<file path="config.mk">
export PLATFORM = sky130hd
export DESIGN_NAME = vcp_cmd_decoder
export DESIGN_NICKNAME = d
export VERILOG_FILES = /design/src/rtl/vcp_pkg.sv /design/src/rtl/vcp_regfile.sv /design/src/rtl/vcp_cmd_seq.sv /design/src/rtl/vcp_dma_ctl.sv /design/src/rtl/vcp_cmd_decoder.sv
export SDC_FILE = /design/constraint.sdc
export NUM_CORES = 1
export LEC_CHECK = 0
export BUFFER_PORTS_ARGS = -buffer_cell sky130_fd_sc_hd__buf_2
export CELL_PAD_IN_SITES_DETAIL_PLACEMENT = 0
export CELL_PAD_IN_SITES_GLOBAL_PLACEMENT = 1
export CORE_UTILIZATION = 42
export DETAILED_ROUTE_END_ITERATION = 8
export GPL_ROUTABILITY_DRIVEN = 0
export PLACE_DENSITY = 0.87
export SLEW_MARGIN = 40
export SYNTH_ARGS = -nofsm -noshare
export SYNTH_HDL_FRONTEND = slang
export SYNTH_SLANG_ARGS = --single-unit
</file>
<file path="constraint.sdc">
create_clock -name clk -period 2.9 [get_ports clk]
set_input_delay 0.29 -clock clk [delete_from_list [all_inputs] [get_ports clk]]
set_output_delay 0.29 -clock clk [all_outputs]
set_load 0.02 [all_outputs]
</file>
<file path="src/rtl/vcp_pkg.sv">
package vcp_pkg;

  localparam int WORD_W = 16;
  localparam int CODE_W = 6;
  localparam int ADDR_W = 16;
  localparam int IDX_W  = 5;

  typedef enum logic [1:0] {
    TGT_NONE  = 2'd0,
    TGT_VRAM  = 2'd1,
    TGT_VSRAM = 2'd2,
    TGT_CRAM  = 2'd3
  } tgt_e;

  // map the low access-code nibble to a memory target
  function automatic tgt_e code_target(input logic [3:0] c);
    tgt_e t;
    case (c)
      4'b0001, 4'b0000: t = TGT_VRAM;
      4'b0101, 4'b0100: t = TGT_VSRAM;
      4'b0011, 4'b1000: t = TGT_CRAM;
      default:          t = TGT_NONE;
    endcase
    return t;
  endfunction

  function automatic logic code_is_write(input logic [3:0] c);
    return (c == 4'b0001) || (c == 4'b0101) || (c == 4'b0011);
  endfunction

endpackage

</file>
<file path="src/rtl/vcp_regfile.sv">
module vcp_regfile #(
  parameter int NREG  = 24,
  parameter int IDX_W = 5
) (
  input  logic              clk,
  input  logic              rst_n,
  input  logic              wr_en,
  input  logic [IDX_W-1:0]  wr_idx,
  input  logic [7:0]        wr_val,
  output logic [NREG*8-1:0] regs_flat
);

  for (genvar g = 0; g < NREG; g++) begin : g_reg
    logic [7:0] q;
    logic [7:0] d;
    logic       hit;

    always_comb begin
      hit = wr_en && (wr_idx == IDX_W'(g));
      d   = hit ? wr_val : q;
    end

    always_ff @(posedge clk or negedge rst_n) begin
      if (!rst_n) q <= 8'h00;
      else        q <= d;
    end

    assign regs_flat[g*8 +: 8] = q;
  end

  AST_IDX_OUT_OF_RANGE: assert property (@(posedge clk) disable iff (!rst_n)
    (wr_en && (int'(wr_idx) >= NREG)) |=> $stable(regs_flat));

  AST_NO_WRITE_HOLDS: assert property (@(posedge clk) disable iff (!rst_n)
    !wr_en |=> $stable(regs_flat));

endmodule

</file>
<file path="src/rtl/vcp_cmd_seq.sv">
module vcp_cmd_seq
  import vcp_pkg::*;
(
  input  logic              clk,
  input  logic              rst_n,
  input  logic              ctl_wr,
  input  logic [WORD_W-1:0] ctl_word,
  input  logic              data_acc,
  input  logic              stat_rd,
  input  logic [7:0]        incr,
  output logic              reg_wr,
  output logic [IDX_W-1:0]  reg_idx,
  output logic [7:0]        reg_val,
  output logic              dma_ask,
  output logic [ADDR_W-1:0] addr,
  output logic [CODE_W-1:0] code
);

  logic              pend_q, pend_d;
  logic [ADDR_W-1:0] addr_q, addr_d;
  logic [CODE_W-1:0] code_q, code_d;
  logic              is_regword;

  always_comb begin
    pend_d     = pend_q;
    addr_d     = addr_q;
    code_d     = code_q;
    reg_wr     = 1'b0;
    dma_ask    = 1'b0;
    is_regword = (ctl_word[15:14] == 2'b10);
    reg_idx    = ctl_word[12:8];
    reg_val    = ctl_word[7:0];
    if (ctl_wr) begin
      if (pend_q) begin
        addr_d[15:14] = ctl_word[1:0];
        code_d[5:2]   = ctl_word[7:4];
        pend_d        = 1'b0;
        dma_ask       = ctl_word[7];
      end else if (is_regword) begin
        reg_wr = 1'b1;
      end else begin
        addr_d[13:0] = ctl_word[13:0];
        code_d[1:0]  = ctl_word[15:14];
        pend_d       = 1'b1;
      end
    end else if (data_acc) begin
      pend_d = 1'b0;
      addr_d = addr_q + ADDR_W'(incr);
    end else if (stat_rd) begin
      pend_d = 1'b0;
    end
  end

  always_ff @(posedge clk or negedge rst_n) begin
    if (!rst_n) begin
      pend_q <= 1'b0;
      addr_q <= '0;
      code_q <= '0;
    end else begin
      pend_q <= pend_d;
      addr_q <= addr_d;
      code_q <= code_d;
    end
  end

  assign addr = addr_q;
  assign code = code_q;

  AST_FIRST_OPENS: assert property (@(posedge clk) disable iff (!rst_n)
    (ctl_wr && !pend_q && ctl_word[15:14] != 2'b10) |=> pend_q);

  AST_SECOND_CLOSES: assert property (@(posedge clk) disable iff (!rst_n)
    (ctl_wr && pend_q) |-> !reg_wr);

  AST_SECOND_DONE: assert property (@(posedge clk) disable iff (!rst_n)
    (ctl_wr && pend_q) |=> !pend_q);

  AST_DATA_STEP: assert property (@(posedge clk) disable iff (!rst_n)
    (data_acc && !ctl_wr) |=> (!pend_q && addr_q == $past(addr_q) + ADDR_W'($past(incr))));

  AST_STATUS_HOLD: assert property (@(posedge clk) disable iff (!rst_n)
    (stat_rd && !ctl_wr && !data_acc) |=> (!pend_q && $stable(addr_q)));

endmodule

</file>
<file path="src/rtl/vcp_dma_ctl.sv">
module vcp_dma_ctl (
  input  logic clk,
  input  logic rst_n,
  input  logic dma_ask,
  input  logic dma_en,
  input  logic dma_done,
  output logic dma_req,
  output logic busy
);

  logic start;
  logic req_q, req_d;
  logic busy_q, busy_d;

  always_comb begin
    start  = dma_ask && dma_en;
    req_d  = start;
    busy_d = busy_q;
    if (start)         busy_d = 1'b1;
    else if (dma_done) busy_d = 1'b0;
  end

  always_ff @(posedge clk or negedge rst_n) begin
    if (!rst_n) begin
      req_q  <= 1'b0;
      busy_q <= 1'b0;
    end else begin
      req_q  <= req_d;
      busy_q <= busy_d;
    end
  end

  assign dma_req = req_q;
  assign busy    = busy_q;

  AST_REQ_NEEDS_EN: assert property (@(posedge clk) disable iff (!rst_n)
    dma_req |-> $past(dma_en));

  AST_BUSY_RISE_REQ: assert property (@(posedge clk) disable iff (!rst_n)
    $rose(busy_q) |-> dma_req);

  AST_REQ_SINGLE: assert property (@(posedge clk) disable iff (!rst_n)
    (dma_req && !$past(start)) |-> 1'b0);

  AST_DONE_CLEARS: assert property (@(posedge clk) disable iff (!rst_n)
    (dma_done && !start) |=> !busy_q);

endmodule

</file>
<file path="src/rtl/vcp_cmd_decoder.sv">
module vcp_cmd_decoder
  import vcp_pkg::*;
#(
  parameter int NREG    = 24,
  parameter int INC_REG = 15,
  parameter int EN_REG  = 1,
  parameter int EN_BIT  = 4
) (
  input  logic              clk,
  input  logic              rst_n,
  input  logic              ctl_wr,
  input  logic [15:0]       ctl_word,
  input  logic              data_acc,
  input  logic              stat_rd,
  input  logic              dma_done,
  output logic [NREG*8-1:0] regs_flat,
  output logic [15:0]       acc_addr,
  output logic [1:0]        acc_tgt,
  output logic              acc_wr,
  output logic              dma_req,
  output logic [15:0]       status_word
);

  localparam int BUSY_BIT = 1;

  logic              reg_wr;
  logic [IDX_W-1:0]  reg_idx;
  logic [7:0]        reg_val;
  logic              dma_ask;
  logic              dma_busy;
  logic [CODE_W-1:0] code;
  logic [7:0]        incr;
  logic              dma_en;

  assign incr   = regs_flat[INC_REG*8 +: 8];
  assign dma_en = regs_flat[EN_REG*8 + EN_BIT];

  vcp_regfile #(.NREG(NREG), .IDX_W(IDX_W)) u_regs (
    .clk       (clk),
    .rst_n     (rst_n),
    .wr_en     (reg_wr),
    .wr_idx    (reg_idx),
    .wr_val    (reg_val),
    .regs_flat (regs_flat)
  );

  vcp_cmd_seq u_seq (
    .clk      (clk),
    .rst_n    (rst_n),
    .ctl_wr   (ctl_wr),
    .ctl_word (ctl_word),
    .data_acc (data_acc),
    .stat_rd  (stat_rd),
    .incr     (incr),
    .reg_wr   (reg_wr),
    .reg_idx  (reg_idx),
    .reg_val  (reg_val),
    .dma_ask  (dma_ask),
    .addr     (acc_addr),
    .code     (code)
  );

  vcp_dma_ctl u_dma (
    .clk      (clk),
    .rst_n    (rst_n),
    .dma_ask  (dma_ask),
    .dma_en   (dma_en),
    .dma_done (dma_done),
    .dma_req  (dma_req),
    .busy     (dma_busy)
  );

  always_comb begin
    acc_tgt               = code_target(code[3:0]);
    acc_wr                = code_is_write(code[3:0]);
    status_word           = '0;
    status_word[BUSY_BIT] = dma_busy;
  end

  AST_NONE_NOT_WRITE: assert property (@(posedge clk) disable iff (!rst_n)
    (acc_tgt == 2'd0) |-> !acc_wr);

  AST_STATUS_SPARE_ZERO: assert property (@(posedge clk) disable iff (!rst_n)
    $countones(status_word) <= 1);

endmodule

</file>
==> results of run 1 <==
[metal layers]
metal  up-vias  GRT usage [%]  wire length (µm)
li1       2776              -                 -
met1      3159           28.6             10300
met2       218           35.3             11300
met3        47           5.29              1630
met4         0           6.84               750
met5         -              0                 0
[cells by family (layout without fill, tap and decap cells)]
group | count (synthesis) | after routing
buf+inv | 50 | 290
compound gates | 56 | 56
other cells | 1 | 15
flops | 215 | 215
mux | 203 | 203
xor+xnor | 2 | 2
fa+ha+maj | 9 | 9
simple gates | 115 | 115
[final timing paths]
path,from,endpoint,depth (start not counted)
max,u_regs.g_reg[15].q[4],u_seq.addr[7],6
min,ctl_word[14],u_seq.code[0],3
max reg2reg,u_regs.g_reg[15].q[4],u_seq.addr[7],6
min reg2reg,u_regs.g_reg[4].q[6],u_regs.g_reg[4].q[6],1
max in group asynchronous,rst_n,u_regs.g_reg[8].q[0],3
min in group asynchronous,rst_n,u_seq.addr[13],2
[area by class of cell]
class | instances | share of cell area (%)
sequential | 215 | 47.4
multi-input combinational | 400 | 30.9
timing repair buffer | 244 | 11.3
clock buffer | 35 | 6.10
tap | 275 | 3.03
clock inverter | 7 | 1.07
inverter | 4 | 0.132
[worst max-delay path: stages, from the launching register on]
cell and delay [ps]:
dfrtp_1 390, ha_1 380, and2_4 210, a221oi_4 410
a21oi_1 150, or4_1 430, o211a_1 140
[registers in the layout, indices dropped and copies added (netlist names)]
register and cells:
u_regs.g.q 192, u_seq.addr 16, u_seq.code 4, u_dma.busy 1
u_dma.dma_req 1, u_seq.pend_q 1
[layout by cell type (no fill, tap or decap), types with 3 or more instances in the layout]
master and instances:
bufinv_16 3, clkbuf_8 5, conb_1 15, nor2_1 19, a211oi_1 4, dfrtp_1 215
ha_1 8, o21ai_0 9, nand2_2 24, nand2b_1 4, nor3_1 7, clkinv_2 3
clkbuf_16 24, nand2_1 24, buf_2 233, inv_1 4, clkbuf_1 6, a21oi_1 15
nor2b_1 5, buf_4 6, mux2_1 38, a21o_1 3, mux2_2 157, nor3b_1 4
nand3_1 7, o22ai_1 6, mux2i_1 8
[stage by stage]
step	cells	util, %	setup WS, ps	total power (W)	hold WS (ps)
final	1180	53.7	689	0.00778	38.6
after global routing	1180	53.7	527	0.00809	30.2
after CTS	1180	53.7	708	0.00787	15.6
after detailed placement	1136	49.7	718	0.00474	326
after global placement	1136	49.7	763	0.00471	320
after floorplan	665	-	770	0.00424	-5.59
[where the power goes]
group          internal [W]  switching, W
combinational      0.000453      0.000812
clock               0.00192       0.00118
sequential          0.00324      0.000171
total               0.00561       0.00217
[repair_timing]
action,in CTS,in global routing
gates resized for setup,0,0
hold buffers,2,0
hold endpoints to repair,75,0
[synthesized netlist by cell type, types with 5 or more instances]
cell      count
mux2_2      157
buf_2         6
clkbuf_1     21
o22ai_1       6
nor2b_1       5
dfrtp_1     215
ha_1          8
mux2i_1       8
nand2_2      24
mux2_1       38
nand3_1       7
nand2_1      24
buf_4        18
nor3_1        7
o21ai_0       9
nor2_1       19
a21oi_1      15
==> summary.txt, run 1 <==
Route
  • Initial drt markers: 234
  • Via count: 6,200
  • Final antenna-violating net count: 0
  • Vias per cell: 5.25
  • Pre-antenna DRT Iters: 4
  • Routed wire length: 24.0 mm
  • Residual DRC: 0
  • WL/cell: ~20 µm

Clock tree
  • CTS root buf: clkbuf_16
  • CTS clk-pin slew, worst paths: 60 ps
  • Htree depth: 1
  • Clock Tree Buf Depth: 3
  • Clk_lat worst skew: around 520 ps
  • Clock Sinks: 215
  • CTS tree: yes
  • Num CTS Buffers: 24
  • Postcts setup bufs: 0

Cells and area
  • FF/Latch Area: 5380 µm²
  • Antenna cells: 0
  • Fill count: 1,826
  • Nets: 920
  • Area growth syn-to-layout: 24.7%
  • Layout cell share with drive strength beyond 1: 51.9%
  • Final instance area: 11,400 µm²
  • Area of the multi-input gates: 3510 µm²

Hold path
  • Class of the worst hold path: in -> reg

Timing
  • Final Hold Viols: 0
  • RSZ-0062 raised after global routing: no
  • Final worst path period share: approximately three quarters
  • Crit path time final: 2210 ps
  • Slew Limit Fails: 0
  • Slew HR: 52.2%
  • Fmax: between 400 and 500 MHz
  • Setup TNS: 0 ps
  • Final setup fails: 0
  • Least-Margin Pin Slew: roughly 720 ps
  • Skew final: 13.6 ps

Power
  • Pwr dens: 685 nW/µm²
  • Leakage: 6.28 nW
  • VDD IR-drop max: about 470 µV

Global routing
  • Number of global-route vias before repair: 6,329
  • First-pass GRT wire length: around 37 mm
  • Global Route Usage Sum: 21.7%
  • Total grt overflow: 0
  • Largest net degree at the start of global routing: 79
  • Initial antenna violation count: 0

Floorplanning
  • Total core area: 21,200 µm²
  • Std cell rows: 53
  • Initial Util: a little over two fifths
  • Die H: approximately 150 µm
  • Chip width: between 100 and 150 µm
  • Die ar.: 22,300 µm²
  • IO Pins: 250

Setup path
  • CP Launch Type: flop
  • Arrival time at the worst endpoint: 2610 ps
  • Critical path class: reg -> reg
  • Endpoint class of the critical path: flop
  • R2r setup slk: 690 ps
  • CP max FO: 7
  • Worst EP required: 3300 ps

Logic synthesis
  • Synth Area in Simple Gates: 7.09%
  • Synth unique cells: 57
  • Compound-Gate Fraction of Synth Area: 4.36%
  • Largest family of logic cells by synthesized area: multiplexers
  • Fraction of synthesized area in multiplexers: between 20% and 30%
  • Synth area leader: dfrtp_1
  • Post-Syn Instances: around 650
  • Post-synthesis sequential area ratio: 59.1%
  • Synth Area per Inst: 14.0 µm²
  • Yosys reg bits: 215
  • Top cells by area, synth: dfrtp_1, mux2_2, mux2_1
  • Warnings from Yosys: 0
  • Synth top area share: 59.1%
  • Mapped cell area: roughly 9100 µm²
  • Async SR Flop Fraction: 100%
  • Number of synthesized flops with an enable pin: 0
  • Top_reg_cell synth: dfrtp_1
  • Post-synthesis xor/xnor area fraction: 0.192%
  • Synth Area in Adders: 1.32%

Outcome
  • Outcome: complete, no violations

Job
  • Maximum capacitance violations: 0

Placement
  • Detailed placer's ending HPWL: around 16 mm
  • Port Buf Inserts: ~230
  • Cell Area, Placed: around 11,000 µm²
No activity file was read; power rests on OpenSTA's default activity.
==> run 2, diff against run 1 <==
- ABC_AREA: unset -> 1
- CORE_UTILIZATION: 42 -> 39
- clock period: 2.9 -> 2.2 ns (I/O delays scaled with it)
==> run 2 against run 1 <==
Compared with the run above: power up 32%; highest routed layer is now met5; sequential cell count did not move; sequential share of layout area rose by 0.90 points; synthesized cell count rose by 46%; sequential power rose by 33%; area after synthesis decreased by 3.8%; hold slack worse by 29 ps.
==> summary.txt, run 2 <==
Timing
  • Hold_ws: 9.21 ps
  • Slew HR: 60.4%
  • Final worst path period share: 94.1%
  • Slew Limit Fails: 0
  • Final setup fails: 0
  • RSZ-0062 raised after global routing: yes
  • Final Hold Viols: 0
  • Crit path time final: 2070 ps
  • Least-Margin Pin Slew: roughly 590 ps
  • Fmax: 483 MHz
  • Skew final: around 13 ps

Power
  • Tot Pwr: 0.0103 W
  • VDD IR-drop max: 495 µV
  • Pwr dens: 925 nW/µm²
  • Leakage: 6.07 nW

Cells and area
  • Commonest non-fill, non-tap cell in the layout: nand2_1
  • Area growth syn-to-layout: 27.3%
  • Fill count: between 2,000 and 2,500
  • Register with the most flip-flops: u_regs.g.q
  • Layout cell share with drive strength beyond 1: 26.3%
  • Commonest non-fill, non-tap cells in the layout: nand2_1, buf_2, dfrtp_1
  • Largest register FFs: 192
  • FF/Latch Area: between 5000 and 6000 µm²
  • Nets: 1,228
  • Area of the multi-input gates: 2920 µm²

Clock tree
  • Num CTS Buffers: 24
  • Postcts setup bufs: 0
  • CTS root buf: clkbuf_16
  • CTS clk-pin slew, worst paths: roughly 60 ps
  • CTS tree: yes
  • Clock Tree Buf Depth: 3
  • Htree depth: 1
  • Clock Sinks: 215
  • Clk_lat worst skew: roughly 520 ps

Hold path
  • Hold_sp: ctl_word[2]
  • End of the worst hold path: u_seq.addr[2]
  • Class of the worst hold path: in -> reg
  • Hold Path Stages: 3

Logic synthesis
  • Mapped cell area: a little under 9000 µm²
  • Number of synthesized flops with an enable pin: 0
  • Async SR Flop Fraction: 100%
  • Post-synthesis sequential area ratio: 61.5%
  • Post-Syn Instances: 951
  • Cell with the most instances after synthesis: nand2_1
  • Top post-synthesis cells by count: nand2_1, dfrtp_1, o21ai_0
  • Warnings from Yosys: 0
  • Synth top area share: approximately three fifths
  • Top_reg_cell synth: dfrtp_1
  • Synth area leader: dfrtp_1
  • Yosys reg bits: 215
  • Synth Area per Inst: 9.20 µm²
  • Synth unique cells: 33
  • Top cells by area, synth: dfrtp_1, nand2_1, o21ai_0

Floorplanning
  • Chip width: ~150 µm
  • Die ar.: approximately 23,000 µm²
  • IO Pins: 250
  • Die H: 152 µm
  • Initial Util: 40.0%
  • Total core area: 21,900 µm²
  • Std cell rows: 54

Setup path
  • Critical path class: reg -> reg
  • CP Launch Type: flop
  • FF-to-FF Start: u_seq.pend_q
  • RR Endpoint: u_regs.g_reg[11].q[2]
  • Endpoint class of the critical path: flop
  • Arrival time at the worst endpoint: roughly 2400 ps
  • Worst EP required: 2570 ps
  • R2r setup slk: roughly 130 ps
  • R2R depth: 7
  • CP max FO: 16

Global routing
  • Total grt overflow: 0
  • Number of global-route vias before repair: between 6,000 and 7,000
  • Largest net degree at the start of global routing: 63
  • First-pass GRT wire length: 40.5 mm
  • Initial antenna violation count: 2
  • Global Route Usage Sum: around 22%

Route
  • WL/cell: roughly 17 µm
  • Via count: approximately 7,400
  • Final antenna-violating net count: 0
  • Residual DRC: 0
  • Initial drt markers: 457
  • Routed wire length: 25.8 mm
  • Vias per cell: 4.94
  • Pre-antenna DRT Iters: 4

Job
  • Maximum capacitance violations: 0

Outcome
  • Outcome: complete, no violations

Placement
  • Detailed placer's ending HPWL: around 18 mm
  • Port Buf Inserts: 234
-- run 2: cell types whose count changed in the layout (fill, tap and decap cells not counted), moves of 20 or more --
cell / delta
nor2_1: +43
o21ai_0: +82
buf_4: +20
mux2_1: -38
nand2_1: +231
o21ai_1: +82
inv_1: +52
mux2_2: -157
a21oi_1: +42
-- run 2: timing repair --
action	4_1_cts	5_1_grt
resized for setup	0	7
setup endpoints to repair	0	66
hold endpoints to repair	62	0
hold buffers	5	0
-- run 2: cell type report --
cell class                      instances  area share (%)
Multi-Input combinational cell        630            26.2
Sequential cell                       215            48.3
Inverter                               58            1.95
Tap cell                              280            3.15
Antenna cell                            1          0.0225
Clock buffer                           33            6.25
Timing Repair Buffer                  268            13.3
Clock inverter                          8           0.809
-- run 2: worst max path at each step --
stage	from	endpoint	slack, ps	depth (start not counted)
global route	u_seq.pend_q	u_regs.g_reg[3].q[6]	-90	7
CTS	u_seq.pend_q	u_regs.g_reg[1].q[7]	120	7
global placement	u_seq.pend_q	u_regs.g_reg[1].q[2]	160	7
floorplan	u_regs.g_reg[15].q[0]	u_seq.addr[8]	330	10
finish	u_seq.pend_q	u_regs.g_reg[11].q[2]	130	7
detailed placement	u_seq.pend_q	u_regs.g_reg[1].q[7]	120	7
-- run 2: critical path: stages (launching register included) --
cell     delay, ps
dfrtp_1        380
or2_1          290
nor3_4         340
nand2_4        160
nor2_2         180
nand2_1        350
nand2_1        140
o21ai_0         90
-- run 2: through the flow --
stage | instance area, µm² | TNS (ps) | setup WS (ps) | std cells | utilization [%]
floorplan | 8810 | 0 | 330 | 965 | -
global placement | 10300 | 0 | 164 | 1446 | 47.0
detailed placement | 10300 | 0 | 119 | 1446 | 47.0
CTS | 11100 | 0 | 116 | 1492 | 50.8
global route | 11100 | -1520 | -87.1 | 1493 | 50.9
finish | 11100 | 0 | 131 | 1493 | 50.9
-- run 2: logic make-up after synthesis --
group                    after synthesis  share of synthesized area [%]
other                                  1                         0.0428
buffers and inverters                120                           5.97
flip-flops                           215                           61.5
adder cells (fa/ha/maj)                9                           1.37
XOR/XNOR                               2                          0.200
AND/OR/NAND/NOR                      363                           16.9
AO/OA/AOI/OAI                        241                           14.0
-- run 2: where the power goes --
group | leakage (nW) | switching (W) | internal (W)
Sequential | 2.90 | 0.000246 | 0.00430
Clock | 0.393 | 0.00157 | 0.00243
Combinational | 2.78 | 0.00121 | 0.000554
-- run 2: layer usage --
metal,vias up,global-route usage (%),wire length (µm)
met5,-,0,13
met4,2,5.86,517
met3,36,5.13,1900
met2,261,34.4,11700
met1,3524,31.6,11700
li1,3552,-,-
